--- config.mk ---
export PLATFORM = sky130hd
export DESIGN_NAME = lane_power_ctrl
export DESIGN_NICKNAME = d
export VERILOG_FILES = /design/src/rtl/lpc_pkg.sv /design/src/rtl/lpc_lock_timer.sv /design/src/rtl/lpc_lane_wake.sv /design/src/rtl/lpc_out_stage.sv /design/src/rtl/lane_power_ctrl.sv
export SDC_FILE = /design/constraint.sdc
export NUM_CORES = 1
export LEC_CHECK = 0
export ABC_AREA = 1
export BUFFER_PORTS_ARGS = -buffer_cell sky130_fd_sc_hd__buf_2
export CORE_UTILIZATION = 50
export CTS_CLUSTER_DIAMETER = 150
export DETAILED_ROUTE_END_ITERATION = 8
export GPL_ROUTABILITY_DRIVEN = 0
export GPL_TIMING_DRIVEN = 0
export PLACE_DENSITY_LB_ADDON = 0.05
export SLEW_MARGIN = 20
export SYNTH_ARGS = -nofsm -noshare
export SYNTH_HDL_FRONTEND = slang
export SYNTH_HIERARCHICAL = 1
export SYNTH_SLANG_ARGS = --single-unit
--- constraint.sdc ---
create_clock -name clk -period 2.4 [get_ports clk]
set_clock_uncertainty 0.1 [all_clocks]
set_input_delay 0.24 -clock clk [delete_from_list [all_inputs] [get_ports clk]]
set_output_delay 0.24 -clock clk [all_outputs]
set_load 0.01 [all_outputs]
--- src/rtl/lpc_pkg.sv ---
package lpc_pkg;

  typedef enum logic [1:0] {
    LN_ASLEEP = 2'd0,
    LN_WAKING = 2'd1,
    LN_LIVE   = 2'd2
  } lane_state_e;

  function automatic int unsigned cnt_width(input int unsigned n);
    return (n < 2) ? 1 : $clog2(n);
  endfunction

endpackage

--- src/rtl/lpc_lock_timer.sv ---
module lpc_lock_timer #(
  parameter int unsigned LOCK_CYC = 448
) (
  input  logic clk,
  input  logic rst,
  input  logic run_i,
  output logic locked_o
);
  localparam int unsigned W = lpc_pkg::cnt_width(LOCK_CYC);
  localparam logic [W-1:0] LAST = W'(LOCK_CYC - 1);

  logic [W-1:0] cnt_q;
  logic         locked_q;

  always_ff @(posedge clk) begin
    if (rst || !run_i) begin
      cnt_q    <= '0;
      locked_q <= 1'b0;
    end else if (!locked_q) begin
      if (cnt_q == LAST) locked_q <= 1'b1;
      else               cnt_q    <= cnt_q + 1'b1;
    end
  end

  assign locked_o = locked_q;
endmodule

--- src/rtl/lpc_lane_wake.sv ---
module lpc_lane_wake #(
  parameter int unsigned WAKE_CYC = 63
) (
  input  logic clk,
  input  logic rst,
  input  logic enable_i,
  output logic live_o
);
  import lpc_pkg::*;
  localparam int unsigned W = cnt_width(WAKE_CYC);
  localparam logic [W-1:0] LAST = W'(WAKE_CYC - 1);

  lane_state_e st_q;
  logic [W-1:0] cnt_q;

  always_ff @(posedge clk) begin
    if (rst || !enable_i) begin
      st_q  <= LN_ASLEEP;
      cnt_q <= '0;
    end else begin
      case (st_q)
        LN_ASLEEP: begin
          if (WAKE_CYC <= 1) st_q <= LN_LIVE;
          else begin
            st_q  <= LN_WAKING;
            cnt_q <= W'(1);
          end
        end
        LN_WAKING: begin
          if (cnt_q == LAST) st_q  <= LN_LIVE;
          else               cnt_q <= cnt_q + 1'b1;
        end
        default: st_q <= LN_LIVE;
      endcase
    end
  end

  assign live_o = (st_q == LN_LIVE);
endmodule

--- src/rtl/lpc_out_stage.sv ---
module lpc_out_stage #(
  parameter int unsigned NCH = 8
) (
  input  logic           clk,
  input  logic           rst,
  input  logic           drive_en_i,
  input  logic [NCH-1:0] gate_i,
  output logic [NCH-1:0] tx_en_o,
  output logic [NCH-1:0] hiz_o
);
  for (genvar i = 0; i < NCH; i++) begin : g_lane
    always_ff @(posedge clk) begin
      if (rst) begin
        tx_en_o[i] <= 1'b0;
        hiz_o[i]   <= 1'b1;
      end else begin
        tx_en_o[i] <= gate_i[i];
        hiz_o[i]   <= !(gate_i[i] && drive_en_i);
      end
    end
  end
endmodule

--- src/rtl/lane_power_ctrl.sv ---
module lane_power_ctrl #(
  parameter int unsigned NCH      = 8,
  parameter int unsigned LOCK_CYC = 448,
  parameter int unsigned WAKE_CYC = 63
) (
  input  logic           clk,
  input  logic           rst,
  input  logic           master_on_i,
  input  logic [NCH-1:0] lane_on_i,
  input  logic           drive_en_i,
  output logic [NCH-1:0] lane_tx_en_o,
  output logic [NCH-1:0] lane_hiz_o
);
  logic           lock_done;
  logic [NCH-1:0] lane_live;
  logic [NCH-1:0] lane_gate;

  lpc_lock_timer #(.LOCK_CYC(LOCK_CYC)) u_lock (
    .clk      (clk),
    .rst      (rst),
    .run_i    (master_on_i),
    .locked_o (lock_done)
  );

  for (genvar i = 0; i < NCH; i++) begin : g_wake
    lpc_lane_wake #(.WAKE_CYC(WAKE_CYC)) u_wake (
      .clk      (clk),
      .rst      (rst),
      .enable_i (master_on_i && lane_on_i[i] && lock_done),
      .live_o   (lane_live[i])
    );
    assign lane_gate[i] = master_on_i && lane_on_i[i] && lane_live[i];
  end

  lpc_out_stage #(.NCH(NCH)) u_out (
    .clk        (clk),
    .rst        (rst),
    .drive_en_i (drive_en_i),
    .gate_i     (lane_gate),
    .tx_en_o    (lane_tx_en_o),
    .hiz_o      (lane_hiz_o)
  );
endmodule

==> results of run 1 <==
[sequential cells by signal (all words and copies together) (netlist names)]
name and cells:
g_wake.u_wake/cnt_q 48, u_out/hiz_o 8, u_lock/locked_o 1, u_lock/cnt_q 9, g_wake.u_wake/st_q 16, u_out/tx_en_o 8
[where the power goes]
group / switching [mW] / internal, mW / leakage (nW)
sequential: 0.00163 / 1.49 / 0.725
combinational: 0.0311 / 0.0178 / 1.41
clock: 0.546 / 0.689 / 0.111
total: 0.578 / 2.20 / 2.24
[cell usage after synthesis (all sizes together)]
cell      n  area (sq um)
nand2   181           890
nor2    126           668
inv     123           469
dfxtp    90          1800
nand3    55           300
nand4    33           206
o21ai    25           125
a21oi    21           105
ha       17           213
o21bai    8          60.1
buf       3          27.5
nand3b    1          11.3
nor3      1          5.00
[cells by family (layout without fill, tap and decap cells)]
| logic type | count (synthesis) | in the layout |
|---|---|---|
| AOI/OAI and AO/OA | 54 | 54 |
| adders and majority gates | 17 | 17 |
| buffers and inverters | 126 | 168 |
| DFF | 90 | 90 |
| and+or+nand+nor | 397 | 397 |
[per-layer routing]
metal | vias to the layer above | part of all wire (%)
li1 | 2206 | -
met3 | 4 | 2.9
met1 | 1881 | 47
met4 | 0 | 0.49
met2 | 57 | 49
met5 | - | 0
[area by class of cell]
class	instances	area (sq um)
buffer	3	27.5
clock buffer	9	124
clock inverter	7	118
fill	902	3910
inverter	123	469
multi-input combinational	468	2580
sequential	90	1800
tap	129	161
timing repair buffer	26	130
[worst max-delay path: cells and delay by family (launching register included)]
kind | cells | cell delay (ns)
flip-flops | 1 | 0.43
AND/OR/NAND/NOR | 3 | 0.39
AO/OA/AOI/OAI | 1 | 0.11
buffers and inverters | 2 | 0.41
[per-stage QoR]
step                power [mW]  hold WS, ns  std cells  util [%]  setup WS [ns]
floorplan                 1.56        0.328        684         -           1.12
global placement          1.58        0.388        839      55.5          0.892
detailed placement        1.58        0.396        839      55.5          0.897
CTS                       2.83       0.0533        855      58.1          0.875
global route              2.89       0.0582        855      58.1          0.683
finish                    2.78       0.0776        855      58.1          0.903
[final timing paths]
path                               end  cells past startpoint                     start
max reg2reg  g_wake[1].u_wake/cnt_q[5]                      6           u_lock/locked_o
max          g_wake[1].u_wake/cnt_q[5]                      6           u_lock/locked_o
min reg2reg  g_wake[0].u_wake/cnt_q[3]                      2  g_wake[0].u_wake/st_q[0]
min                     u_out/hiz_o[1]                      2                drive_en_i
==> out/results.txt, run 1 <==
I/O pin count: 28
Total Wirelength: 9.44 mm
Rel. slew slack: 74.1%
number of synthesized register bits: 90
instance count of the mapped netlist: 684
Final #Nets: 750
Largest stage delay, worst path: 0.43 ns
Post-CTS Hold Fix Bufs: 0
Worst-Skew Late Latency: 0.35 ns
initial antenna violation count: 0
mux cell area share after synthesis: 0%
critical path launch point type: register
Mapped Area: 4880 sq um
initial core utilization: 52.3%
final instance area: 5420 sq um
area post-placement: 5170 sq um
cts bufs inserted: 9
met2 GRT Util: 36.7%
YS warnings: 6
post_cts resized: 0
CP Max Fanout: 8
clock slew at reported path FFs: 0.09 ns
area grow syn2layout: 10.9%
adder-cell share of the synthesized area: 4.36%
# Post-CTS Setup Buffers: 0
max-slew violations: 0
pin count of the biggest net entering global routing: 16
final setup fails: 0
Critical Path AT: 1.69 ns
status: complete, no violations
min cycle time layout: 1.50 ns
fmax: 0.668 GHz
GR Layer Usage met3: 4.37%
IO buf count: 26
commonest non-fill, non-tap cell in the layout: nand2_1
Hold Vio Cnt, Final: 0
Max Cap Viol: 0
Longest Clk Path Bufs: 2
reg-to-reg slack, setup: 0.90 ns
Overall Global Routing Usage: 20.5%
iteration count of the initial detailed-routing pass: 4
Synth cell types: 22
PD cells: 513 nW/um^2
Die X: 101 um
CP endpoint kind: register
simple-gate share of the synthesized area: 42.6%
Top Usage Layer GRT: met2
RSZ-0062 raised after global routing: false
Crit Path Category: register to register
hold crit path type: input port to register
Leak: 2.24 nW
Cell Chain, Critical Path: inv_1 -> nor2_1 -> nand2_1 -> inv_1 -> nand2_1 -> o21ai_1
Die ar.: 10200 sq um
GRT Residual Overflow: 0
DPL Wire Length: 7.14 mm
via count: 4148
vias in the first global route: 3879
most frequent cells in the layout: 147 x nand2_1, 120 x inv_1, 98 x nor2_1
syn_area_per_cell: 7.14 sq um
Data required, critical path: 2.60 ns
fraction of layout cells with a size suffix above 1: 16.0%
H-tree Lvls: 3
Remaining DRCs: 0
VDD IR max: 381 uV
Wirelength per Cell: 11.0 um
syn_nets: 713
Setup TNS: 0 ns
Worst Max-Slew Pin Slew: 0.388 ns
core area: 9330 sq um
CTS root buf: clkbuf_8
xor-xnor portion of the synthesized cell area: 0%
CTS tree: done
GR Layer Usage met1: 24.7%
first-iteration detailed-routing DRC count: 131
slowest cell on the critical path: dfxtp_1
Final period util: 62.4%
clock sinks: 90
Routed Antenna Nets: 0
sequential share of the synthesized area: 36.9%
Synth Area in Compound Gates: 5.95%
largest family of logic cells by synthesized area: simple AND/OR/NAND/NOR gates
antenna cells: 0
Die Y: 101 um
row cnt: 35
first-pass GRT wire length: 16.6 mm
vias per cell: 4.85
Note: power is estimated with default switching activity, not from simulation.
==> inputs of run 2 (changes only) <==
==> constraint.sdc (replaced) <==
create_clock -name clk -period 1.3 [get_ports clk]
set_clock_uncertainty 0.1 [all_clocks]
set_input_delay 0.13 -clock clk [delete_from_list [all_inputs] [get_ports clk]]
set_output_delay 0.13 -clock clk [all_outputs]
set_load 0.01 [all_outputs]
==> run 2 against run 1 <==
The run now ends with negative setup slack left. Register-to-register slack lost 0.93 ns. Sequential share of layout area shrank 3.2 points. Maximum frequency grew 12%. Highest routed layer unchanged.
==> out/results.txt, run 2 (synthesis results as in run 1) <==
origin of the critical flop-to-flop path: g_wake[6].u_wake/cnt_q[0]
pin count of the biggest net entering global routing: 16 (unchanged)
IO buf count: 26 (unchanged)
GRT Residual Overflow: 0 (unchanged)
failing checks: negative setup slack
vias in the first global route: 4101 (+5.7%)
RSZ-0062 raised after global routing: true
via count: 4410 (+6.3%)
Hold Path Stages: 4 (+2)
max FFs per register: 48 (unchanged)
cts bufs inserted: 9 (unchanged)
Die ar.: 10200 sq um (unchanged)
core area: 9330 sq um (unchanged)
hold crit path type: input port to register
antenna cells: 0 (unchanged)
Hold Vio Cnt, Final: 0 (unchanged)
most frequent cells in the layout: 129 x nand2_1, 93 x inv_1, 89 x nor2_1
Final period util: 102% (+40 points)
Wirelength per Cell: 12.0 um (+8.8%)
GR Layer Usage met3: 4.44% (+0.069 points)
CP Buf/Inv Count: 2 (unchanged)
met2 GRT Util: 38.9% (+2.3 points)
clock slew at reported path FFs: 0.09 ns (about the same)
Remaining DRCs: 0 (unchanged)
Die X: 101 um (unchanged)
Final #Nets: 793 (+5.7%)
max-slew violations: 0 (unchanged)
area post-placement: 5170 sq um (unchanged)
Reg2Reg Depth: 10 (+4)
biggest regs: g_wake.u_wake/cnt_q (48), g_wake.u_wake/st_q (16), u_lock/cnt_q (9)
CTS root buf: clkbuf_8
initial antenna violation count: 0 (unchanged)
Routed Antenna Nets: 0 (unchanged)
Top Usage Layer GRT: met2
critical path launch point type: register
slowest cell on the critical path: dfxtp_2
Overall Global Routing Usage: 21.5% (+1.0 points)
H-tree Lvls: 3 (unchanged)
Worst-Skew Late Latency: 0.36 ns (about the same)
min cycle time layout: 1.33 ns (-0.165 ns)
Critical Path AT: 1.52 ns (-0.17 ns)
largest register by flop count: g_wake.u_wake/cnt_q
commonest non-fill, non-tap cell in the layout: nand2_1
row cnt: 35 (unchanged)
Total Wirelength: 10.8 mm (+14%)
DPL Wire Length: 7.14 mm (unchanged)
HP Start: lane_on_i[1]
Rel. slew slack: 70.2% (-3.9 points)
CP dominant cell by count: nand2_4
fraction of layout cells with a size suffix above 1: 34.2% (+18 points)
PD cells: 830 nW/um^2 (+62%)
Data required, critical path: 1.49 ns (-1.11 ns)
VDD IR max: 715 uV (+88%)
Largest stage delay, worst path: 0.34 ns (-0.09 ns)
initial core utilization: 52.3% (unchanged)
worst r2r dst: g_wake[6].u_wake/cnt_q[1]
Longest Clk Path Bufs: 2 (unchanged)
iteration count of the initial detailed-routing pass: 5 (+1)
CTS tree: done
Setup TNS: -0.0436 ns (-0.0436 ns)
final core utilization: 66.6% (+8.6 points)
final setup fails: 4 (+4)
worst hold endpoint: u_out/hiz_o[1]
clock sinks: 90 (unchanged)
post-route worst setup slack: -0.0317 ns (-0.935 ns)
status: finished, violations left
Cell Chain, Critical Path: inv_2 -> ha_4 -> inv_2 -> nor2_4 -> nand2_4 -> nand2_4 -> nand2_4 -> nor2_4 -> nand2_1 -> nand2_1
GR Layer Usage met1: 25.6% (+0.91 points)
first-iteration detailed-routing DRC count: 126 (-3.8%)
first-pass GRT wire length: 17.5 mm (+5.2%)
Crit Path Category: register to register
fmax: 0.751 GHz (+12%)
CP endpoint kind: register
vias per cell: 4.91 (+1.2%)
CP Max Fanout: 5 (-3)
Die Y: 101 um (unchanged)
Worst Max-Slew Pin Slew: 0.447 ns (+0.0585 ns)
total power: 5.16 mW (+86%)
area grow syn2layout: 27.3%
reg-to-reg slack, setup: -0.03 ns (-0.93 ns)
Top delay family on crit path: simple AND/OR/NAND/NOR gates
final instance area: 6210 sq um (+15%)
Max Cap Viol: 0 (unchanged)
Leak: 2.46 nW (+9.7%)
I/O pin count: 28 (unchanged)
==> run 2: metal layers <==
layer	vias up	share of wire (%)
met5	-	0
met4	0	1.1
met3	11	4.1
met2	86	50
met1	2006	44
li1	2307	-
==> run 2: worst register-to-register path: stages, from the launching register on <==
cell and delay, ns:
dfxtp_2 0.34, inv_2 0.06, ha_4 0.12, inv_2 0.04, nor2_4 0.11, nand2_4 0.08, nand2_4 0.10, nand2_4 0.08
nor2_4 0.12, nand2_1 0.06, nand2_1 0.07
==> run 2: where the power goes <==
| group | internal [mW] | switching, mW |
|---|---|---|
| combinational | 0.0548 | 0.0689 |
| clock | 1.27 | 1.02 |
| sequential | 2.73 | 0.00326 |
| total | 4.06 | 1.09 |
==> run 2: cell type report <==
| cell class | count | area, sq um |
|---|---|---|
| clock inverters | 7 | 118 |
| fillers | 796 | 3110 |
| multi-input cells | 468 | 2940 |
| well taps | 129 | 161 |
| plain buffers | 3 | 27.5 |
| flip-flops and latches | 90 | 1870 |
| inverters | 123 | 489 |
| repair buffers | 69 | 489 |
| clock buffers | 9 | 124 |
==> run 2: how the worst max path moves through the flow <==
stage	startpoint	end	slack, ns	depth (start not counted)
floorplan	u_lock/cnt_q[0]	u_lock/cnt_q[3]	0.02	8
global route	g_wake[0].u_wake/cnt_q[0]	g_wake[0].u_wake/cnt_q[1]	-0.1	10
detailed placement	u_lock/locked_o	g_wake[0].u_wake/cnt_q[4]	-0.20	6
finish	g_wake[6].u_wake/cnt_q[0]	g_wake[6].u_wake/cnt_q[1]	-0.03	10
CTS	g_wake[0].u_wake/cnt_q[0]	g_wake[0].u_wake/cnt_q[4]	0.0006	8
global placement	u_lock/locked_o	g_wake[6].u_wake/cnt_q[5]	-0.21	6
==> run 2: timing repair <==
item	CTS	global route
hold buffers	7	0
setup endpoints to repair	65	60
resized for setup	61	108
setup buffers	17	19
endpoints found under the hold margin	10	0
pin swaps	9	51
==> run 2: per-stage QoR <==
stage | std cells | hold WS [ns] | worst slack (ns)
4_1_cts | 879 | 0.00747 | 0.000579
5_1_grt | 898 | 0.0273 | -0.0964
3_5_place_dp | 839 | 0.334 | -0.203
3_3_place_gp | 839 | 0.337 | -0.208
6_report | 898 | 0.0328 | -0.0317
2_1_floorplan | 684 | 0.218 | 0.0179
==> inputs of run 3 (changes only) <==
--- a/config.mk
+++ b/config.mk
@@ -7,7 +7,7 @@
 export LEC_CHECK = 0
 export ABC_AREA = 1
 export BUFFER_PORTS_ARGS = -buffer_cell sky130_fd_sc_hd__buf_2
-export CORE_UTILIZATION = 50
+export CORE_UTILIZATION = 55
 export CTS_CLUSTER_DIAMETER = 150
 export DETAILED_ROUTE_END_ITERATION = 8
 export GPL_ROUTABILITY_DRIVEN = 0
==> run 3 against run 2 <==
The run still ends with negative setup slack left. Clock power fell by 13%. Register-to-register slack improved by 0.02 ns. Wire length fell by 0.33%. Non-clock buffer count fell by 4. Cell count fell by 2.8%. First-iteration DRC count fell by 7.1%. Flip-flop and latch count did not move. Sequential share of layout area rose by 0.35 points. Maximum frequency rose by 1.7%. Final area fell by 1.1%. Largest power group unchanged.
==> out/results.txt, run 3 (synthesis results as in run 1) <==
status: finished, violations left
failing checks: negative setup slack
RSZ-0062 raised after global routing: true
Hold Vio Cnt, Final: 0 (unchanged)
iteration count of the initial detailed-routing pass: 4 (-1)
most frequent cells in the layout: 132 x nand2_1, 93 x inv_1, 85 x nor2_1
biggest regs: g_wake.u_wake/cnt_q (48), g_wake.u_wake/st_q (16), u_lock/cnt_q (9)
cts bufs inserted: 9 (unchanged)
worst hold endpoint: u_out/hiz_o[5]
largest register by flop count: g_wake.u_wake/cnt_q
CTS tree: done
Sw Share: 23.0% (+1.8 points)
final std cells w/o fill: 873 (-2.8%)
Max Cap Viol: 0 (unchanged)
fmax: 0.764 GHz (+1.7%)
PD cells: 789 nW/um^2 (-4.9%)
post-route worst setup slack: -0.00960 ns (+0.0221 ns)
Die Y: 96.2 um (-4.6%)
pin count of the biggest net entering global routing: 16 (unchanged)
Rel. slew slack: 73.5% (+3.3 points)
core area: 8640 sq um (-7.4%)
H-tree Lvls: 3 (unchanged)
GRT Residual Overflow: 0 (unchanged)
reg-to-reg slack, setup: -0.01 ns (+0.02 ns)
final setup fails: 2 (-2)
Reg2Reg Depth: 8 (-2)
Remaining DRCs: 0 (unchanged)
Net Sw Power: 1.11 mW (+2.0%)
total power: 4.85 mW (-6.0%)
Worst Max-Slew Pin Slew: 0.398 ns (-0.0493 ns)
origin of the critical flop-to-flop path: g_wake[1].u_wake/cnt_q[1]
Data required, critical path: 1.46 ns (-0.03 ns)
Overall Global Routing Usage: 22.6% (+1.1 points)
first-pass GRT wire length: 16.3 mm (-6.6%)
Final period util: 101% (-1.7 points)
Crit Path Category: register to register
Worst-Skew Late Latency: 0.36 ns (about the same)
worst r2r dst: g_wake[1].u_wake/cnt_q[0]
Min Hold Slack: 0.0195 ns (-0.0133 ns)
via count: 4378 (-0.73%)
area grow syn2layout: 25.8%
CP Max Fanout: 5 (unchanged)
Total Wirelength: 10.8 mm (-0.33%)
vias in the first global route: 3824 (-6.8%)
Die ar.: 9260 sq um (-8.9%)
fraction of layout cells with a size suffix above 1: 34.5% (+0.31 points)
Longest Clk Path Bufs: 2 (unchanged)
Die X: 96.2 um (-4.6%)
clock sinks: 90 (unchanged)
VDD IR max: 667 uV (-6.7%)
clock slew at reported path FFs: 0.10 ns (about the same)
Hold Path Stages: 4 (unchanged)
row cnt: 34 (-2.9%)
I/O pin count: 28 (unchanged)
initial antenna violation count: 0 (unchanged)
Leak: 2.42 nW (-1.7%)
antenna cells: 0 (unchanged)
Sequential Power Share: 56.5% (+3.4 points)
max FFs per register: 48 (unchanged)
hold crit path type: input port to register
final core utilization: 71.1% (+4.5 points)
Wirelength per Cell: 12.3 um (+2.5%)
Critical Path AT: 1.47 ns (-0.05 ns)
HP Start: lane_on_i[5]
DPL Wire Length: 7.00 mm (-1.9%)
Routed Antenna Nets: 0 (unchanged)
Final #Nets: 789 (-0.50%)
critical path launch point type: register
part of the power in combinational logic: 2.4% (about the same)
first-iteration detailed-routing DRC count: 117 (-7.1%)
commonest non-fill, non-tap cell in the layout: nand2_1
CP endpoint kind: register
clock share of power: 41.1% (-3.4 points)
CTS root buf: clkbuf_8
initial core utilization: 56.5% (+4.2 points)
IO buf count: 26 (unchanged)
max-slew violations: 0 (unchanged)
min cycle time layout: 1.31 ns (-0.0221 ns)
number of cells after detailed placement: 818 (-2.5%)
vias per cell: 5.01 (+2.1%)
cell internal pwr: 3.73 mW (-8.2%)
==> run 3: worst max path at each step <==
stage	from	to	slack [ns]	cells past startpoint
floorplan	u_lock/cnt_q[0]	u_lock/cnt_q[3]	0.02	8
global placement	u_lock/locked_o	g_wake[0].u_wake/cnt_q[5]	-0.21	6
detailed placement	u_lock/locked_o	g_wake[5].u_wake/cnt_q[5]	-0.21	6
CTS	g_wake[7].u_wake/cnt_q[1]	g_wake[7].u_wake/cnt_q[0]	0.0001	8
global route	g_wake[5].u_wake/cnt_q[2]	g_wake[5].u_wake/cnt_q[1]	-0.1	8
finish	g_wake[1].u_wake/cnt_q[1]	g_wake[1].u_wake/cnt_q[0]	-0.01	8
==> run 3: timing repair <==
item,in CTS,in global routing
pin swaps,4,56
gates cloned,0,0
hold endpoints to repair,10,0
setup endpoints to repair,66,62
hold buffers,6,0
buffers inserted,16,17
resized for setup,41,131
==> run 3: layout make-up <==
class	instances	area [sq um]
Buffer	3	27.5
Clock buffer	10	138
Clock inverter	6	65.1
Fill cell	684	2490
Inverter	123	477
Multi-Input combinational cell	468	2970
Sequential cell	90	1870
Tap cell	108	135
Timing Repair Buffer	65	468
==> run 3: per-layer routing <==
| layer | vias to the layer above | global-route usage, % | routed length [um] |
|---|---|---|---|
| met2 | 58 | 39.4 | 5420 |
| li1 | 2289 | - | - |
| met5 | - | 0 | 0 |
| met1 | 2019 | 28.3 | 4900 |
| met4 | 0 | 6.22 | 115 |
| met3 | 12 | 4.34 | 312 |
==> run 3: through the flow <==
stage / instance area (sq um) / setup WS, ns / TNS (ns)
finish: 6140 / -0.00960 / -0.0122
detailed placement: 5150 / -0.209 / -7.39
floorplan: 4880 / 0.0179 / 0
global placement: 5150 / -0.209 / -6.47
CTS: 5580 / 0.000132 / 0
global route: 6140 / -0.0964 / -1.31
==> run 3: worst max-delay path: stages, from the launching register on <==
cell     delay, ns
dfxtp_4       0.41
ha_4          0.14
inv_2         0.04
nor2_4        0.11
nand2_4       0.08
nand2_4       0.10
nand2_4       0.08
nor2_2        0.12
nor2_1        0.05
==> run 3: power groups by stage <==
stage,Sequential [mW],Clock [mW],Combinational (mW)
detailed placement,2.83,0,0.0907
CTS,2.76,2.02,0.110
global route,2.74,2.14,0.125
finish,2.74,1.99,0.115
global placement,2.82,0,0.0894
floorplan,2.82,0,0.0512
